===== config.mk =====
export PLATFORM = sky130hd
export DESIGN_NAME = sps_serial_slave
export DESIGN_NICKNAME = d
export VERILOG_FILES = /design/src/rtl/sps_pkg.sv /design/src/rtl/sps_sync.sv /design/src/rtl/sps_frame.sv /design/src/rtl/sps_cfg_regs.sv /design/src/rtl/sps_serial_slave.sv
export SDC_FILE = /design/constraint.sdc
export NUM_CORES = 1
export LEC_CHECK = 0
export CORE_MARGIN = 2
export CORE_UTILIZATION = 50
export CTS_CLUSTER_SIZE = 10
export DETAILED_ROUTE_END_ITERATION = 10
export GPL_TIMING_DRIVEN = 0
export PLACE_DENSITY = 0.8
export SYNTH_ARGS = -nofsm -noshare
export SYNTH_HDL_FRONTEND = slang
export SYNTH_SLANG_ARGS = --single-unit

===== constraint.sdc =====
create_clock -name clk -period 2.4 [get_ports clk]
set_input_delay 0.48 -clock clk [delete_from_list [all_inputs] [get_ports clk]]
set_output_delay 0.48 -clock clk [all_outputs]
set_load 0.02 [all_outputs]

===== src/rtl/sps_pkg.sv =====
`timescale 1ns/1ps
package sps_pkg;
  localparam int unsigned SPS_FRAME_BITS  = 16;
  localparam int unsigned SPS_CMD_BITS    = 4;
  localparam int unsigned SPS_CHANNELS    = 6;
  localparam int unsigned SPS_SIDE_CH     = 3;
  localparam int unsigned SPS_SYNC_STAGES = 2;

  typedef enum logic [SPS_CMD_BITS-1:0] {
    CMD_SIDE = 4'h3,
    CMD_COMB = 4'h5,
    CMD_CHAN = 4'hA
  } sps_cmd_e;
endpackage


===== src/rtl/sps_sync.sv =====
`timescale 1ns/1ps
module sps_sync #(
  parameter int unsigned WIDTH            = 1,
  parameter int unsigned STAGES           = 2,
  parameter logic [WIDTH-1:0] RESET_VALUE = '0
) (
  input  logic             clk,
  input  logic             rst_n,
  input  logic [WIDTH-1:0] async_i,
  output logic [WIDTH-1:0] sync_o
);
  logic [WIDTH-1:0] stage_q [STAGES];
  logic [WIDTH-1:0] stage_d [STAGES];

  always_comb begin
    stage_d[0] = async_i;
    for (int s = 1; s < STAGES; s++) begin
      stage_d[s] = stage_q[s-1];
    end
  end

  always_ff @(posedge clk or negedge rst_n) begin
    if (!rst_n) begin
      for (int s = 0; s < STAGES; s++) begin
        stage_q[s] <= RESET_VALUE;
      end
    end else begin
      for (int s = 0; s < STAGES; s++) begin
        stage_q[s] <= stage_d[s];
      end
    end
  end

  assign sync_o = stage_q[STAGES-1];
endmodule


===== src/rtl/sps_frame.sv =====
`timescale 1ns/1ps
module sps_frame #(
  parameter int unsigned FRAME_BITS = 16
) (
  input  logic                  clk,
  input  logic                  rst_n,
  input  logic                  frame_start,
  input  logic                  frame_end,
  input  logic                  in_frame,
  input  logic                  sample_edge,
  input  logic                  shift_edge,
  input  logic                  si_bit,
  input  logic [FRAME_BITS-1:0] tx_word,
  output logic [FRAME_BITS-1:0] rx_word,
  output logic                  commit,
  output logic                  so_bit
);
  localparam int unsigned CNT_W = $clog2(FRAME_BITS + 2);
  localparam logic [CNT_W-1:0] CNT_FULL = CNT_W'(FRAME_BITS);
  localparam logic [CNT_W-1:0] CNT_MAX  = '1;

  logic [CNT_W-1:0]      cnt_q, cnt_d;
  logic [FRAME_BITS-1:0] rx_q, rx_d;
  logic [FRAME_BITS-1:0] tx_q, tx_d;
  logic                  commit_q, commit_d;
  logic                  rx_en, tx_en;

  // enables: sampling only inside a frame, shifting only after the first sample
  assign rx_en = in_frame && sample_edge;
  assign tx_en = in_frame && shift_edge && (cnt_q != '0);

  always_comb begin
    cnt_d    = cnt_q;
    rx_d     = rx_q;
    tx_d     = tx_q;
    commit_d = 1'b0;
    if (frame_start) begin
      cnt_d = '0;
      rx_d  = '0;
      tx_d  = tx_word;
    end else begin
      if (rx_en) begin
        rx_d = {rx_q[FRAME_BITS-2:0], si_bit};
        if (cnt_q != CNT_MAX) begin
          cnt_d = cnt_q + 1'b1;
        end
      end
      if (tx_en) begin
        tx_d = {tx_q[FRAME_BITS-2:0], 1'b0};
      end
    end
    if (frame_end && (cnt_q == CNT_FULL)) begin
      commit_d = 1'b1;
    end
  end

  always_ff @(posedge clk or negedge rst_n) begin
    if (!rst_n) begin
      cnt_q    <= '0;
      rx_q     <= '0;
      tx_q     <= '0;
      commit_q <= 1'b0;
    end else begin
      cnt_q    <= cnt_d;
      rx_q     <= rx_d;
      tx_q     <= tx_d;
      commit_q <= commit_d;
    end
  end

  assign rx_word = rx_q;
  assign commit  = commit_q;
  assign so_bit  = tx_q[FRAME_BITS-1];

  // a new frame starts counting from zero
  p_start_clear_r2: assert property (@(posedge clk) disable iff (!rst_n)
    frame_start |=> (cnt_q == '0));
  // commit only follows a frame that held exactly FRAME_BITS samples
  p_commit_len_r9: assert property (@(posedge clk) disable iff (!rst_n)
    commit_q |-> ($past(cnt_q) == CNT_FULL) && $past(frame_end));
  // the outgoing word is the diag value seen at frame start
  p_tx_load_r12: assert property (@(posedge clk) disable iff (!rst_n)
    frame_start |=> (tx_q == $past(tx_word)));
  // nothing moves in the receive path outside a frame
  p_idle_rx_r13: assert property (@(posedge clk) disable iff (!rst_n)
    (!in_frame && !frame_start) |=> $stable(rx_q));
endmodule


===== src/rtl/sps_cfg_regs.sv =====
`timescale 1ns/1ps
module sps_cfg_regs
  import sps_pkg::*;
#(
  parameter int unsigned FRAME_BITS = SPS_FRAME_BITS,
  parameter int unsigned CHANNELS   = SPS_CHANNELS,
  parameter int unsigned SIDE_CH    = SPS_SIDE_CH
) (
  input  logic                  clk,
  input  logic                  rst_n,
  input  logic                  commit,
  input  logic [FRAME_BITS-1:0] word,
  output logic [CHANNELS-1:0]   ch_on,
  output logic [CHANNELS-1:0]   and_mask,
  output logic [SIDE_CH-1:0]    low_side
);
  localparam int unsigned CMD_LSB  = FRAME_BITS - SPS_CMD_BITS;
  localparam int unsigned CHAN_LSB = CMD_LSB - CHANNELS;

  logic [SPS_CMD_BITS-1:0] cmd;
  logic [CHANNELS-1:0]     on_q, on_d;
  logic [CHANNELS-1:0]     and_q, and_d;
  logic [SIDE_CH-1:0]      side_q, side_d;
  logic                    on_en, and_en, side_en;

  assign cmd     = word[FRAME_BITS-1:CMD_LSB];
  assign on_en   = commit && (cmd == CMD_CHAN);
  assign and_en  = commit && (cmd == CMD_COMB);
  assign side_en = commit && (cmd == CMD_SIDE);

  always_comb begin
    on_d   = on_q;
    and_d  = and_q;
    side_d = side_q;
    if (on_en)   on_d   = word[CHAN_LSB +: CHANNELS];
    if (and_en)  and_d  = word[CHANNELS-1:0];
    if (side_en) side_d = word[SIDE_CH-1:0];
  end

  always_ff @(posedge clk or negedge rst_n) begin
    if (!rst_n) begin
      on_q   <= '0;
      and_q  <= '0;
      side_q <= '0;
    end else begin
      on_q   <= on_d;
      and_q  <= and_d;
      side_q <= side_d;
    end
  end

  assign ch_on    = on_q;
  assign and_mask = and_q;
  assign low_side = side_q;

  // without a commit pulse no configuration bit moves
  p_hold_no_commit_r9: assert property (@(posedge clk) disable iff (!rst_n)
    !commit |=> $stable({on_q, and_q, side_q}));
  // unknown codes leave every register alone
  p_unknown_cmd_r10: assert property (@(posedge clk) disable iff (!rst_n)
    (commit && (cmd != CMD_CHAN) && (cmd != CMD_COMB) && (cmd != CMD_SIDE))
      |=> $stable({on_q, and_q, side_q}));
  // channel command loads the channel field
  p_chan_load_r6: assert property (@(posedge clk) disable iff (!rst_n)
    (commit && (cmd == CMD_CHAN)) |=> (on_q == $past(word[CHAN_LSB +: CHANNELS])));
endmodule


===== src/rtl/sps_serial_slave.sv =====
`timescale 1ns/1ps
module sps_serial_slave
  import sps_pkg::*;
#(
  parameter int unsigned FRAME_BITS  = SPS_FRAME_BITS,
  parameter int unsigned CHANNELS    = SPS_CHANNELS,
  parameter int unsigned SIDE_CH     = SPS_SIDE_CH,
  parameter int unsigned SYNC_STAGES = SPS_SYNC_STAGES
) (
  input  logic                    clk,
  input  logic                    rst_n,
  input  logic                    edge_sel,
  input  logic                    cs_n,
  input  logic                    sclk,
  input  logic                    si,
  input  logic [2*CHANNELS-1:0]   diag,
  output logic                    so_d,
  output logic                    so_oe,
  output logic [CHANNELS-1:0]     ch_on,
  output logic [CHANNELS-1:0]     and_mask,
  output logic [SIDE_CH-1:0]      low_side
);
  localparam int unsigned DIAG_W = 2 * CHANNELS;
  localparam int unsigned PAD_W  = FRAME_BITS - DIAG_W;

  logic [1:0] rst_sr_q;
  logic       rst_q_n;

  // reset: asserted asynchronously, released on the clock
  always_ff @(posedge clk or negedge rst_n) begin
    if (!rst_n) rst_sr_q <= 2'b00;
    else        rst_sr_q <= {rst_sr_q[0], 1'b1};
  end
  assign rst_q_n = rst_sr_q[1];

  logic [2:0] pins_s;
  logic       cs_s, sclk_s, si_s;

  sps_sync #(
    .WIDTH      (3),
    .STAGES     (SYNC_STAGES),
    .RESET_VALUE(3'b100)
  ) sync_i (
    .clk    (clk),
    .rst_n  (rst_q_n),
    .async_i({cs_n, sclk, si}),
    .sync_o (pins_s)
  );
  assign {cs_s, sclk_s, si_s} = pins_s;

  logic cs_p_q, sclk_p_q, oe_q;
  logic cs_p_d, sclk_p_d, oe_d;

  assign cs_p_d   = cs_s;
  assign sclk_p_d = sclk_s;
  assign oe_d     = ~cs_s;

  always_ff @(posedge clk or negedge rst_q_n) begin
    if (!rst_q_n) begin
      cs_p_q   <= 1'b1;
      sclk_p_q <= 1'b0;
      oe_q     <= 1'b0;
    end else begin
      cs_p_q   <= cs_p_d;
      sclk_p_q <= sclk_p_d;
      oe_q     <= oe_d;
    end
  end

  logic sclk_rise, sclk_fall, sample_edge, shift_edge;
  logic frame_start, frame_end, in_frame;

  assign sclk_rise   = sclk_s & ~sclk_p_q;
  assign sclk_fall   = ~sclk_s & sclk_p_q;
  assign sample_edge = edge_sel ? sclk_fall : sclk_rise;
  assign shift_edge  = edge_sel ? sclk_rise : sclk_fall;
  assign frame_start = cs_p_q & ~cs_s;
  assign frame_end   = ~cs_p_q & cs_s;
  assign in_frame    = ~cs_s;

  logic [FRAME_BITS-1:0] tx_word, rx_word;
  logic                  commit;

  generate
    if (PAD_W > 0) begin : g_pad
      assign tx_word = {{PAD_W{1'b0}}, diag};
    end else begin : g_nopad
      assign tx_word = diag[FRAME_BITS-1:0];
    end
  endgenerate

  sps_frame #(
    .FRAME_BITS(FRAME_BITS)
  ) frame_i (
    .clk        (clk),
    .rst_n      (rst_q_n),
    .frame_start(frame_start),
    .frame_end  (frame_end),
    .in_frame   (in_frame),
    .sample_edge(sample_edge),
    .shift_edge (shift_edge),
    .si_bit     (si_s),
    .tx_word    (tx_word),
    .rx_word    (rx_word),
    .commit     (commit),
    .so_bit     (so_d)
  );

  sps_cfg_regs #(
    .FRAME_BITS(FRAME_BITS),
    .CHANNELS  (CHANNELS),
    .SIDE_CH   (SIDE_CH)
  ) regs_i (
    .clk     (clk),
    .rst_n   (rst_q_n),
    .commit  (commit),
    .word    (rx_word),
    .ch_on   (ch_on),
    .and_mask(and_mask),
    .low_side(low_side)
  );

  assign so_oe = oe_q;

  // output is released the cycle after select is seen high
  p_oe_off_r11: assert property (@(posedge clk) disable iff (!rst_q_n)
    frame_end |=> !so_oe);
  // output drives once select is seen low
  p_oe_on_r11: assert property (@(posedge clk) disable iff (!rst_q_n)
    frame_start |=> so_oe);
  // commit never happens while a frame is still open
  p_commit_closed_r2: assert property (@(posedge clk) disable iff (!rst_q_n)
    commit |-> cs_p_q);
endmodule


==> impl_results.md <==
* Run status: finished clean
* DR WL/cell at 12.9 um
* Max clock buf depth at 2
* Port Buffer Count at 34
* Worst-skew pair later-pin latency at 330 ps
* WL final at 4620 um
* Crit-path max FO at 10
* Wire length of the first global-routing pass at 8310 um
* Slew margin rel. at 63.0%
* Fin crit period at 2000 ps
* Post-synth EDFFs at 0
* Clock tree from TritonCTS: done
* Syn nets at 259
* Largest net degree at the start of global routing at 39
* Hold Crit Class: reg -> async
* N_diodes at 0
* Placed cell count at 343
* Top FF cell, synth: dfrtp_1
* Layout cells sized above 1 at 20.4%
* Commonest cells in the synthesized netlist: 61 x dfrtp_1, 37 x nand2_1, 19 x o21ai_0
* Core area at 0.00514 sq mm
* DRT iter0 DRCs at 102
* WS Path Type: in -> reg
* Synth area leader: dfrtp_1
* Clock power share at 39.5%
* Worst-path cell chain: clkdlybuf4s50_1 > and3b_2 > o31ai_1 > clkbuf_1 > o21ai_0
* Seq/Total Area, Yosys at 59.8%
* Origin of the critical flop-to-flop path: frame_i.cnt_q[0]
* Vias in the first global route at 1841
* Worst-Margin Slew at 550 ps
* WHS at 263 ps
* Fmax at 499 MHz
* Die H at 77.2 um
* Post-CTS Repair Setup Buffers at 0
* Critical path capture point type: register
* Slew Viols, Final at 0
* Post-synth cell types at 38
* Via/cell ratio at 5.13
* TritonCTS buffer count at 9
* Worst VDD drop at 592 uV
* Clock sink count at 64
* Period utilization at 83.5%
* Setup violators final at 0
* Die X at 77.2 um
* Htree depth at 3
* CP Launch Type: input port
* Max-Cap Viols at 0
* # hold bufs at CTS at 0
* Share of the synthesized area in the top cell type at 56.9%
* Internal at 0.00168 W
* Register clock-pin slew on the reported worst setup and hold paths at 70 ps
* Initial Util at 52.2%
* Synth Warn # at 0
* Unrepaired setup endpoints after global routing: false
* Top post-synthesis cells by area: dfrtp_1 57%, mux2_2 6.7%, nand2_1 5.2%, nand2b_1 4.0%, o21ai_0 3.5%
* Psw at 0.000532 W
* PD cells at 667 mW/mm^2
* Cell area after synthesis at 0.00268 sq mm
* Top-count cell post-synth: dfrtp_1
* Gr usage total at 17.4%
* Via Count at 1840
* Io pins at 35
* Fin util at 64.6%
* Lkg Pwr at 1.46 nW
* Initial DRT Pass Iterations at 4
* Antenna violations before repair at 0
* FP Rows at 26
* DRC Markers at 0
* HPWL Detailed at 3210 um
* Sequential share of power at 52.9%
* GPL Wtd Cong at 0.854
* Root Driver: clkbuf_8
* Layout area overhead at 23.7%
* Async SR Flop Fraction at 100%
* #FFs+latches synth at 64
* Crit path required time at 2590 ps
* Post-route ant nets at 0
* Hold Vio Cnt, Final at 0
* Clock Skews at 5.35 ps
* Crit-path slowest cell: o31ai_1
* Post-cts resize count at 0
* NumNets Final at 305
* Sw Share at 24.0%
* Crit path largest cell delay at 470 ps
* Arrival time at the worst endpoint at 2200 ps
* Cells after Synth at 238
* R2r worst-path depth at 6
* Die footprint at 0.00597 sq mm
* Comb pwr share at 7.6%
* Critical R2R Capture: frame_i.cnt_q[0]
* Global route overflow at 0
* Internal reg-to-reg setup slack at 580 ps
* Avg Cell Area, Syn at 11.3 sq um
* Finished Layout Cells at 359
==> critical path, delay by kind of cell <==
family | cells | cell delay [ps]
simple gates | 1 | 260
compound gates | 2 | 630
buf+inv | 2 | 830
==> stage by stage <==
step / setup slack [ps] / area (sq um) / power [W] / TNS, ps
CTS: 400 / 3320 / 0.00224 / 0
floorplan: 491 / 2680 / 0.00129 / 0
detailed placement: 45.1 / 3130 / 0.00136 / 0
finish: 396 / 3320 / 0.00221 / 0
global route: 215 / 3320 / 0.00233 / 0
global placement: -153 / 3110 / 0.00135 / -8840
==> registers in the layout (all words and copies together), names as in the netlist, 3 cells and up <==
register         flops
sync_i.stage_d       3
frame_i.tx_q        16
frame_i.cnt_q        5
regs_i.low_side      3
regs_i.and_mask      6
sync_i.sync_o        3
regs_i.ch_on         6
frame_i.rx_word     16
==> placed cells by master, fill, tap and decap left out, types with 2 or more instances in the layout <==
cell / synthesis / routed
clkbuf_1: 4 / 4
nand2b_1: 17 / 17
nor3_1: 3 / 3
a22o_1: 2 / 2
buf_6: 2 / 2
and3_1: 2 / 2
nor2b_1: 2 / 2
nand2_1: 37 / 37
a21oi_2: 9 / 9
clkinv_2: 0 / 5
buf_2: 4 / 4
nand3_1: 3 / 3
dfrtp_1: 61 / 60
o21ai_0: 19 / 19
inv_1: 3 / 3
nand3b_1: 2 / 2
dfstp_2: 3 / 3
a32o_1: 2 / 2
clkdlybuf4s50_1: 0 / 34
a21oi_1: 15 / 15
mux2_2: 16 / 16
clkbuf_8: 0 / 9
nor2_1: 12 / 12
ha_1: 3 / 3
==> worst max-delay path by stage <==
stage | startpoint | end | slack [ps]
after detailed placement | edge_sel | frame_i.rx_word[15] | 50
after global routing | edge_sel | frame_i.rx_word[13] | 210
final | edge_sel | frame_i.rx_word[15] | 400
after global placement | rst_sr_q[1] | regs_i.ch_on[5] | -150
after CTS | edge_sel | frame_i.rx_word[15] | 400
after floorplan | rst_sr_q[1] | frame_i.cnt_q[0] | 490
==> final cells by class <==
type / count / area [sq um]
inverter: 3 / 11.3
clock buffer: 9 / 124
tap: 70 / 87.6
fill: 454 / 1820
sequential: 64 / 1610
multi-input combinational: 160 / 1000
clock inverter: 7 / 62.6
buffer: 11 / 65.1
timing repair buffer: 35 / 360
==> per-layer routing <==
layer	track usage (%)	vias up	wire length, um
li1	-	905	-
met1	22.8	892	2150
met2	28.6	40	2240
met3	5.65	3	197
met4	3.75	0	34
met5	0	-	0
==> power by group through the flow <==
stage | sequential [W] | clock, W | combinational, W
after floorplan | 0.00119 | 0 | 0.000102
after global placement | 0.00120 | 0 | 0.000150
final | 0.00117 | 0.000874 | 0.000168
after global routing | 0.00118 | 0.000960 | 0.000192
after detailed placement | 0.00119 | 0 | 0.000170
after CTS | 0.00117 | 0.000899 | 0.000170
==> logic make-up (layout without fill, tap and decap cells) <==
logic type | Yosys count | in the layout | share of synthesized area (%)
fa+ha+maj | 3 | 3 | 1.40
flops | 64 | 64 | 59.8
mux | 16 | 16 | 6.72
compound gates | 53 | 53 | 12.7
simple gates | 87 | 87 | 16.4
buf+inv | 14 | 65 | 2.85
other cells | 1 | 1 | 0.140
(Power assumes the default switching activity.)
